<file path="config.mk">
export PLATFORM = sky130hd
export DESIGN_NAME = wshl_vec_unit
export DESIGN_NICKNAME = d
export VERILOG_FILES = /design/src/rtl/wsl_pkg.sv /design/src/rtl/wsl_count_sel.sv /design/src/rtl/wsl_lane.sv /design/src/rtl/wsl_flag_reduce.sv /design/src/rtl/wshl_vec_unit.sv
export SDC_FILE = /design/constraint.sdc
export NUM_CORES = 1
export LEC_CHECK = 0
export BUFFER_PORTS_ARGS = -buffer_cell sky130_fd_sc_hd__buf_2
export CAP_MARGIN = 20
export CORE_UTILIZATION = 40
export DETAILED_ROUTE_END_ITERATION = 6
export MAX_ROUTING_LAYER = met4
export SLEW_MARGIN = 20
export SYNTH_ARGS = -nofsm -noshare
export SYNTH_HDL_FRONTEND = slang
export SYNTH_SLANG_ARGS = --single-unit
</file>
<file path="constraint.sdc">
create_clock -name clk -period 2.3 [get_ports clk]
set_input_delay 0.23 -clock clk [delete_from_list [all_inputs] [get_ports clk]]
set_output_delay 0.23 -clock clk [all_outputs]
set_load 0.1 [all_outputs]
</file>
<file path="src/rtl/wsl_pkg.sv">
package wsl_pkg;

    // Source of the shift count for one operation
    typedef enum logic {
        CNT_FROM_REG = 1'b0,
        CNT_FROM_IMM = 1'b1
    } cnt_src_e;

endpackage

</file>
<file path="src/rtl/wsl_count_sel.sv">
module wsl_count_sel
    import wsl_pkg::*;
#(
    parameter int CNT_W = 8
) (
    input  cnt_src_e           src,
    input  logic [CNT_W-1:0]   cnt_reg,
    input  logic [CNT_W-1:0]   cnt_imm,
    output logic [CNT_W-1:0]   cnt
);

    always_comb begin
        unique case (src)
            CNT_FROM_REG: cnt = cnt_reg;
            CNT_FROM_IMM: cnt = cnt_imm;
            default:      cnt = '0;
        endcase
    end

endmodule

</file>
<file path="src/rtl/wsl_lane.sv">
module wsl_lane #(
    parameter int ELEM_W = 8,
    parameter int CNT_W  = 8
) (
    input  logic [ELEM_W-1:0]   x,
    input  logic [CNT_W-1:0]    cnt,
    output logic [2*ELEM_W-1:0] res,
    output logic                carry
);

    localparam int WIDE_W = 2 * ELEM_W;
    localparam int EXT_W  = 2 * WIDE_W;
    localparam int SH_W   = $clog2(WIDE_W);
    localparam logic [CNT_W-1:0] LIMIT = CNT_W'(WIDE_W);

    logic [EXT_W-1:0] ext;
    logic             saturate;

    assign saturate = (cnt >= LIMIT);

    // With cnt < WIDE_W the top set bit lands below EXT_W, so nothing is lost here
    always_comb begin
        ext = EXT_W'(x) << cnt[SH_W-1:0];
        if (saturate) begin
            res   = '0;
            carry = |x;
        end else begin
            res   = ext[WIDE_W-1:0];
            carry = |ext[EXT_W-1:WIDE_W];
        end
    end

endmodule

</file>
<file path="src/rtl/wsl_flag_reduce.sv">
module wsl_flag_reduce #(
    parameter int LANES = 4,
    parameter int RES_W = 16
) (
    input  logic [LANES*RES_W-1:0] res_bus,
    input  logic [LANES-1:0]       lane_carry,
    output logic                   all_zero,
    output logic                   any_carry
);

    logic [LANES-1:0] lane_nz;

    for (genvar g = 0; g < LANES; g++) begin : g_nz
        assign lane_nz[g] = |res_bus[g*RES_W +: RES_W];
    end

    assign all_zero  = ~|lane_nz;
    assign any_carry = |lane_carry;

endmodule

</file>
<file path="src/rtl/wshl_vec_unit.sv">
module wshl_vec_unit
    import wsl_pkg::*;
#(
    parameter int ELEM_W = 8,
    parameter int LANES  = 4,
    parameter int CNT_W  = 8
) (
    input  logic                    clk,
    input  logic                    rst_n,
    input  logic                    in_valid,
    input  logic [LANES*ELEM_W-1:0] in_vec,
    input  logic                    in_cnt_src,
    input  logic [CNT_W-1:0]        in_cnt_reg,
    input  logic [CNT_W-1:0]        in_cnt_imm,
    output logic                    out_valid,
    output logic [LANES*ELEM_W-1:0] out_r0,
    output logic [LANES*ELEM_W-1:0] out_r1,
    output logic                    out_zero,
    output logic                    out_carry
);

    localparam int WIDE_W = 2 * ELEM_W;
    localparam int HALF   = LANES / 2;
    localparam int VEC_W  = LANES * ELEM_W;
    localparam int BUS_W  = LANES * WIDE_W;
    localparam logic [CNT_W-1:0] LIMIT = CNT_W'(WIDE_W);

    // ---------------- stage 1: operand capture ----------------
    logic [CNT_W-1:0] sel_cnt;
    logic             s1_valid;
    logic [VEC_W-1:0] s1_vec;
    logic [CNT_W-1:0] s1_cnt;

    wsl_count_sel #(.CNT_W(CNT_W)) u_cnt (
        .src     (cnt_src_e'(in_cnt_src)),
        .cnt_reg (in_cnt_reg),
        .cnt_imm (in_cnt_imm),
        .cnt     (sel_cnt)
    );

    always_ff @(posedge clk or negedge rst_n) begin
        if (!rst_n) begin
            s1_valid <= 1'b0;
            s1_vec   <= '0;
            s1_cnt   <= '0;
        end else begin
            s1_valid <= in_valid;
            s1_vec   <= in_valid ? in_vec  : '0;
            s1_cnt   <= in_valid ? sel_cnt : '0;
        end
    end

    // ---------------- stage 2: per-lane widen and shift ----------------
    logic [BUS_W-1:0] lane_res;
    logic [LANES-1:0] lane_cy;
    logic             nx_zero;
    logic             nx_carry;

    for (genvar g = 0; g < LANES; g++) begin : g_lane
        wsl_lane #(.ELEM_W(ELEM_W), .CNT_W(CNT_W)) u_lane (
            .x     (s1_vec[g*ELEM_W +: ELEM_W]),
            .cnt   (s1_cnt),
            .res   (lane_res[g*WIDE_W +: WIDE_W]),
            .carry (lane_cy[g])
        );
    end

    wsl_flag_reduce #(.LANES(LANES), .RES_W(WIDE_W)) u_flags (
        .res_bus    (lane_res),
        .lane_carry (lane_cy),
        .all_zero   (nx_zero),
        .any_carry  (nx_carry)
    );

    // Lower lanes fill r0, upper lanes fill r1
    logic [VEC_W-1:0] nx_r0;
    logic [VEC_W-1:0] nx_r1;

    for (genvar h = 0; h < HALF; h++) begin : g_split
        assign nx_r0[h*WIDE_W +: WIDE_W] = lane_res[h*WIDE_W +: WIDE_W];
        assign nx_r1[h*WIDE_W +: WIDE_W] = lane_res[(h+HALF)*WIDE_W +: WIDE_W];
    end

    always_ff @(posedge clk or negedge rst_n) begin
        if (!rst_n) begin
            out_valid <= 1'b0;
            out_r0    <= '0;
            out_r1    <= '0;
            out_zero  <= 1'b0;
            out_carry <= 1'b0;
        end else begin
            out_valid <= s1_valid;
            out_r0    <= s1_valid ? nx_r0 : '0;
            out_r1    <= s1_valid ? nx_r1 : '0;
            out_zero  <= s1_valid & nx_zero;
            out_carry <= s1_valid & nx_carry;
        end
    end

    // ---------------- assertions ----------------
    logic [1:0] since_rst;
    always_ff @(posedge clk or negedge rst_n) begin
        if (!rst_n)               since_rst <= 2'd0;
        else if (since_rst != 2'd2) since_rst <= since_rst + 2'd1;
    end

    a_r4_two_stage_latency: assert property (@(posedge clk) disable iff (!rst_n)
        (since_rst == 2'd2) |-> (out_valid == $past(in_valid, 2)));

    a_r10_bubble_quiet: assert property (@(posedge clk) disable iff (!rst_n)
        !out_valid |-> (out_r0 == '0 && out_r1 == '0 && !out_zero && !out_carry));

    a_r8_zero_matches_data: assert property (@(posedge clk) disable iff (!rst_n)
        out_valid |-> (out_zero == (out_r0 == '0 && out_r1 == '0)));

    a_r6_large_count_clears: assert property (@(posedge clk) disable iff (!rst_n)
        (s1_valid && s1_cnt >= LIMIT) |=> (out_valid && out_r0 == '0 && out_r1 == '0));

    a_r9_carry_needs_valid: assert property (@(posedge clk) disable iff (!rst_n)
        out_carry |-> out_valid);

endmodule

</file>
Word level (Yosys, flattened, before mapping). Index checks and enable logic that the tools add are counted.

Bits in registers: 108. Input bits: 52. Output and inout bits: 67. Word-level logic and storage cells: 40.

Magnitude comparators: 1. Shift-type cells: 4. Mux-type cells: 13. Bitwise gates (word level): 3. Reduce and logical (&&, ||, !) cells: 11.

Operator list (number): << shifter 8 x 4 -> 32 bit (4); two-way mux 32 bit (3); two-way mux 16 bit (4); OR reduction 16 bit (4); OR reduction 64 bit (1); OR reduction 8 bit (4); one-hot mux 8 bit (2 select lines) (1); greater-or-equal comparator 8 x 5 -> 1 bit (second input constant) (1); two-way mux 8 bit (1); two-way mux 1 bit (4); OR reduction 4 bit (1); bitwise AND 1 bit (2); zero test 1 bit (1); inverter 1 bit (1).

Longest topological paths before layout.
Word-level depth: 5. Gate-level depth with buffers: 12. Gate-level depth less buffers: 7.

Cells and area by module. Synthesis repeated with hierarchy kept, for this count alone.

Cell total of the unflattened synthesis: 560. Area total of the unflattened synthesis: 6112.1 sq um.

Modules (own cells, without submodules): wshl_vec_unit (times used 1, cells each 225, area each 3452.1 sq um, sequential area each 2702.6 sq um); wsl_lane (times used 4, cells each 76, area each 594.3 sq um, sequential area each 0.0 sq um); wsl_flag_reduce (times used 1, cells each 22, area each 151.4 sq um, sequential area each 0.0 sq um); wsl_count_sel (times used 1, cells each 9, area each 131.4 sq um, sequential area each 0.0 sq um).

Worst setup path after synthesis. OpenSTA, ideal clock, no wires.

Path kind: register to register. From: register s1_cnt[0]. To: register out_zero. Library setup time: 94 ps. Arrival: 2417 ps. Data required time: 2206 ps. Path slack: -211 ps. Cell stages (with the launch flop): 9. Buffers on the path: 2. Clock period less this slack: 2511 ps. Path through: dfrtp_1 buf_6 buf_8 a2111oi_4 a21oi_1 a2111oi_2 or4b_1 or4_1 a221oi_2.

Longest elaborated chain between the ends: 5. Elaborated cells between the ends (all ways): 12. Classes of those cells: 1 x order compare; 4 x shift; 4 x mux; 1 x bitwise; 2 x reduce/logical.

Ends and longest elaborated chain: from (decl) (RTL line wshl_vec_unit.sv:32) `logic [CNT_W-1:0] s1_cnt;`; from (signal assigned) (RTL line wshl_vec_unit.sv:49) `s1_cnt <= in_valid ? sel_cnt : '0;`; greater-or-equal comparator 8 x 5 -> 1 bit or << shifter 8 x 4 -> 32 bit (tied branches) (RTL line wsl_lane.sv:19, wsl_lane.sv:23); two-way mux 16 bit (RTL line wsl_lane.sv:24) `if (saturate) begin`; OR reduction 64 bit (*) (RTL line wsl_flag_reduce.sv:17) `assign all_zero = ~|lane_nz;`; zero test 1 bit (*) (RTL line wsl_flag_reduce.sv:17); bitwise AND 1 bit (*) (RTL line wshl_vec_unit.sv:95) `out_zero <= s1_valid & nx_zero;`; to (signal assigned) (RTL line wshl_vec_unit.sv:95); to (decl) (RTL line wshl_vec_unit.sv:18) `output logic out_zero,`.

Every way passes the cells marked *; elsewhere a longest branch is shown, timed or not.

Worst setup path after layout. Same ends and word-level chain as after synthesis.

==> run summary <==
Max VDD drop -> 485.3 µV
Avg WL per Cell -> 21.06 µm
Die W -> 119.4 µm
Syn Inst Count -> 536
Leak -> 4.026 nW
Layout Area Growth over Synthesis -> 46.45%
Tcrit/Tclk final -> 117.0%
Layout cell share with drive strength beyond 1 -> 45.45%
Vias in the first global route -> 5462
Vias per Instance -> 5.404
Crit Reg-Reg Startpoint -> s1_cnt[0]
Post-Syn Area -> 5517 µm²
Initial Util -> 41.33%
Arrival time at the worst endpoint -> 2.96 ns
Final setup vio count -> 1
Top_reg_cell synth -> dfrtp_1
CORE AREA -> 13350 µm²
H-tree depth -> 3
Worst-path maximum fanout -> 6
Post-layout min period -> 2.691 ns
Initial DRC Count -> 491
Final WL -> 20850 µm
Run status -> complete, but fails checks
Post-layout util -> 60.53%
First-pass GRT wire length -> 31930 µm
Num rows -> 42
Flops & latches, synth -> 108
CP endpoint kind -> register
Residual DRC -> 0
Most frequent cells in the layout -> 167 x buf_4, 117 x buf_2, 107 x dfrtp_1
HPWL after DPL -> 16680 µm
Met3 WL post-DR -> 1301 µm
Worst hold path type -> input port to register
Max clock buf depth -> 2
Critical Path Start Type -> register
Met2 routed WL -> 9786 µm
Slowest CP cell -> or4b_4
Hold Violations, Final -> 0
Via count -> 5350
Fmax -> 371.6 MHz
Gp weighted congestion -> 1.032
GRT Residual Overflow -> 0
Overall power -> 5.055 mW
Max_cap viols -> 0
Highest routed metal layer -> met4
Ys async rst share -> 100.0%
Failing checks -> negative setup slack
Register area share after synthesis -> 48.99%
Sink Count -> 108
Critical path class -> register to register
Initial antenna violation count -> 0
Post-DP Area -> 7569 µm²
CTS Root Cell -> clkbuf_16
DIE AREA -> 14260 µm²
CTS buffer count -> 9
Setup Skew -> 0.008334 ns
Cell area power density -> 625.7 nW/µm²
Iteration count of the initial detailed-routing pass -> 5
Synthesized area per cell -> 10.29 µm²
Met1 wire length -> 8828 µm
Worst Tran Pin Value -> 0.6600 ns
Setup WS post-layout -> -0.3912 ns
I/O Pins -> 119
Sum Neg Setup Slack -> -0.3912 ns
Commonest non-fill, non-tap cell in the layout -> buf_4
Finished layout cell area -> 8079 µm²
Required time of the critical path -> 2.57 ns
Distinct cell type count after synthesis -> 69
CTS tree -> built
Crit path from -> s1_cnt[0]
Routed Antenna Nets -> 0
Worst skew pair latency -> 0.36 ns
Reg clk slew, reported paths -> 0.07 ns
Critical-path cell list -> buf_6 -> mux2_2 -> mux2i_1 -> buf_4 -> o32ai_2 -> a2111oi_4 -> or4b_4 -> or4_4 -> a221oi_2
Slew HR -> 55.66%
Setup slack, reg-to-reg -> -0.39 ns
Yosys warnings -> 0
CP Capture Point -> out_zero
Number of synthesized flops with an enable pin -> 0
Antenna cells -> 0
Slew Limit Fails -> 0
GRT Util Overall -> 31.85%
CP max stage delay -> 0.50 ns
Port Buffer Count -> 118
Die Ht -> 119.4 µm
Post-Syn Nets -> 588
Layout net count -> 861
Unrepaired setup endpoints after global routing -> yes
R2R cell count -> 9
Largest net degree at the start of global routing -> 58
R2r endpoint -> out_zero
[cells by family after synthesis]
family	synth area share, %
AOI/OAI and AO/OA	14.09
buffers and inverters	3.652
DFF	48.99
muxes	11.82
and+or+nand+nor	21.46
[per-stage QoR]
| stage | setup slack, ns | cells | hold slack, ns |
|---|---|---|---|
| floorplan | -0.1805 | 536 | -0.06559 |
| global placement | -0.4718 | 968 | 0.2696 |
| detailed placement | -0.5092 | 968 | 0.2866 |
| CTS | -0.3662 | 990 | 0.07063 |
| global route | -0.4640 | 990 | 0.07459 |
| finish | -0.3912 | 990 | 0.07842 |
[worst max-delay path, delay by kind of cell, from the launching register on]
kind / cells / cell delay (ns)
compound gates: 3 / 0.48
buf+inv: 2 / 0.29
flops: 1 / 0.37
mux: 2 / 0.53
simple gates: 2 / 0.92
[power by group]
part,total [mW],switching (mW),internal [mW]
clock network,1.60,0.733,0.863
logic,1.45,0.857,0.590
registers,2.01,0.0459,1.97
total,5.06,1.64,3.42
[registers in the layout (all words and copies together), names as in the netlist]
signal / cells
out_carry: 1
out_r0: 32
out_r1: 32
out_valid: 1
out_zero: 1
s1_cnt: 8
s1_valid: 1
s1_vec: 32
[worst min-delay path by stage]
stage	startpoint	end	slack, ns	cells after the start
4_1_cts	in_vec[13]	s1_vec[13]	0.07	2
6_report	in_vec[13]	s1_vec[13]	0.08	2
5_1_grt	in_vec[10]	s1_vec[10]	0.07	2
3_5_place_dp	rst_n	out_r0[6]	0.29	1
2_1_floorplan	rst_n	out_carry	-0.07	0
3_3_place_gp	rst_n	out_r0[6]	0.27	1
[Yosys cell counts (3+ instances only)]
cell type  number  share of area [%]
dfrtp_1       108                 49
nor2_1         67                4.6
and2_1         48                5.4
mux2i_1        34                6.2
nand2_1        22                1.5
clkbuf_1       21                1.4
mux2_2         19                3.9
nor2b_1        19                2.2
a21oi_1        18                1.6
o21ai_0        16                1.5
nor4_1         12                1.4
nor3_1         11                1.0
o22ai_1        10                1.1
a22oi_1         9                1.2
and3_1          9                1.0
buf_2           8               0.73
a31oi_1         7               0.79
nand3_1         7               0.63
nand2b_1        6               0.68
a211oi_1        5               0.68
nand4_1         4               0.45
o22a_1          4               0.63
a2bb2oi_1       3               0.48
buf_6           3               0.61
mux4_2          3                1.2
nand3b_1        3               0.41
nor3b_1         3               0.41
o2bb2ai_1       3               0.48
o32ai_1         3               0.48
[routing by layer]
layer	up-vias	global-route usage [%]
met5	-	-
met4	0	17.19
met3	57	4.502
met2	275	49.09
met1	2543	40.64
li1	2475	-
[area by class of cell]
class                      count  area [µm²]
inverter                       5       18.77
sequential                   108        2704
tap                          176       220.2
timing repair buffer         298        2062
multi-input combinational    387        2766
fill                        1173        5269
clock buffer                   9       225.2
clock inverter                 7       82.58
[repair_timing]
item / in CTS / in global routing
gates resized for setup: 15 / 19
buffers inserted: 5 / 0
pin swaps: 2 / 4
endpoints found under the setup margin: 2 / 11
hold buffers: 1 / 0
endpoints found under the hold margin: 51 / 0
No activity file was read; power rests on OpenSTA's default activity.
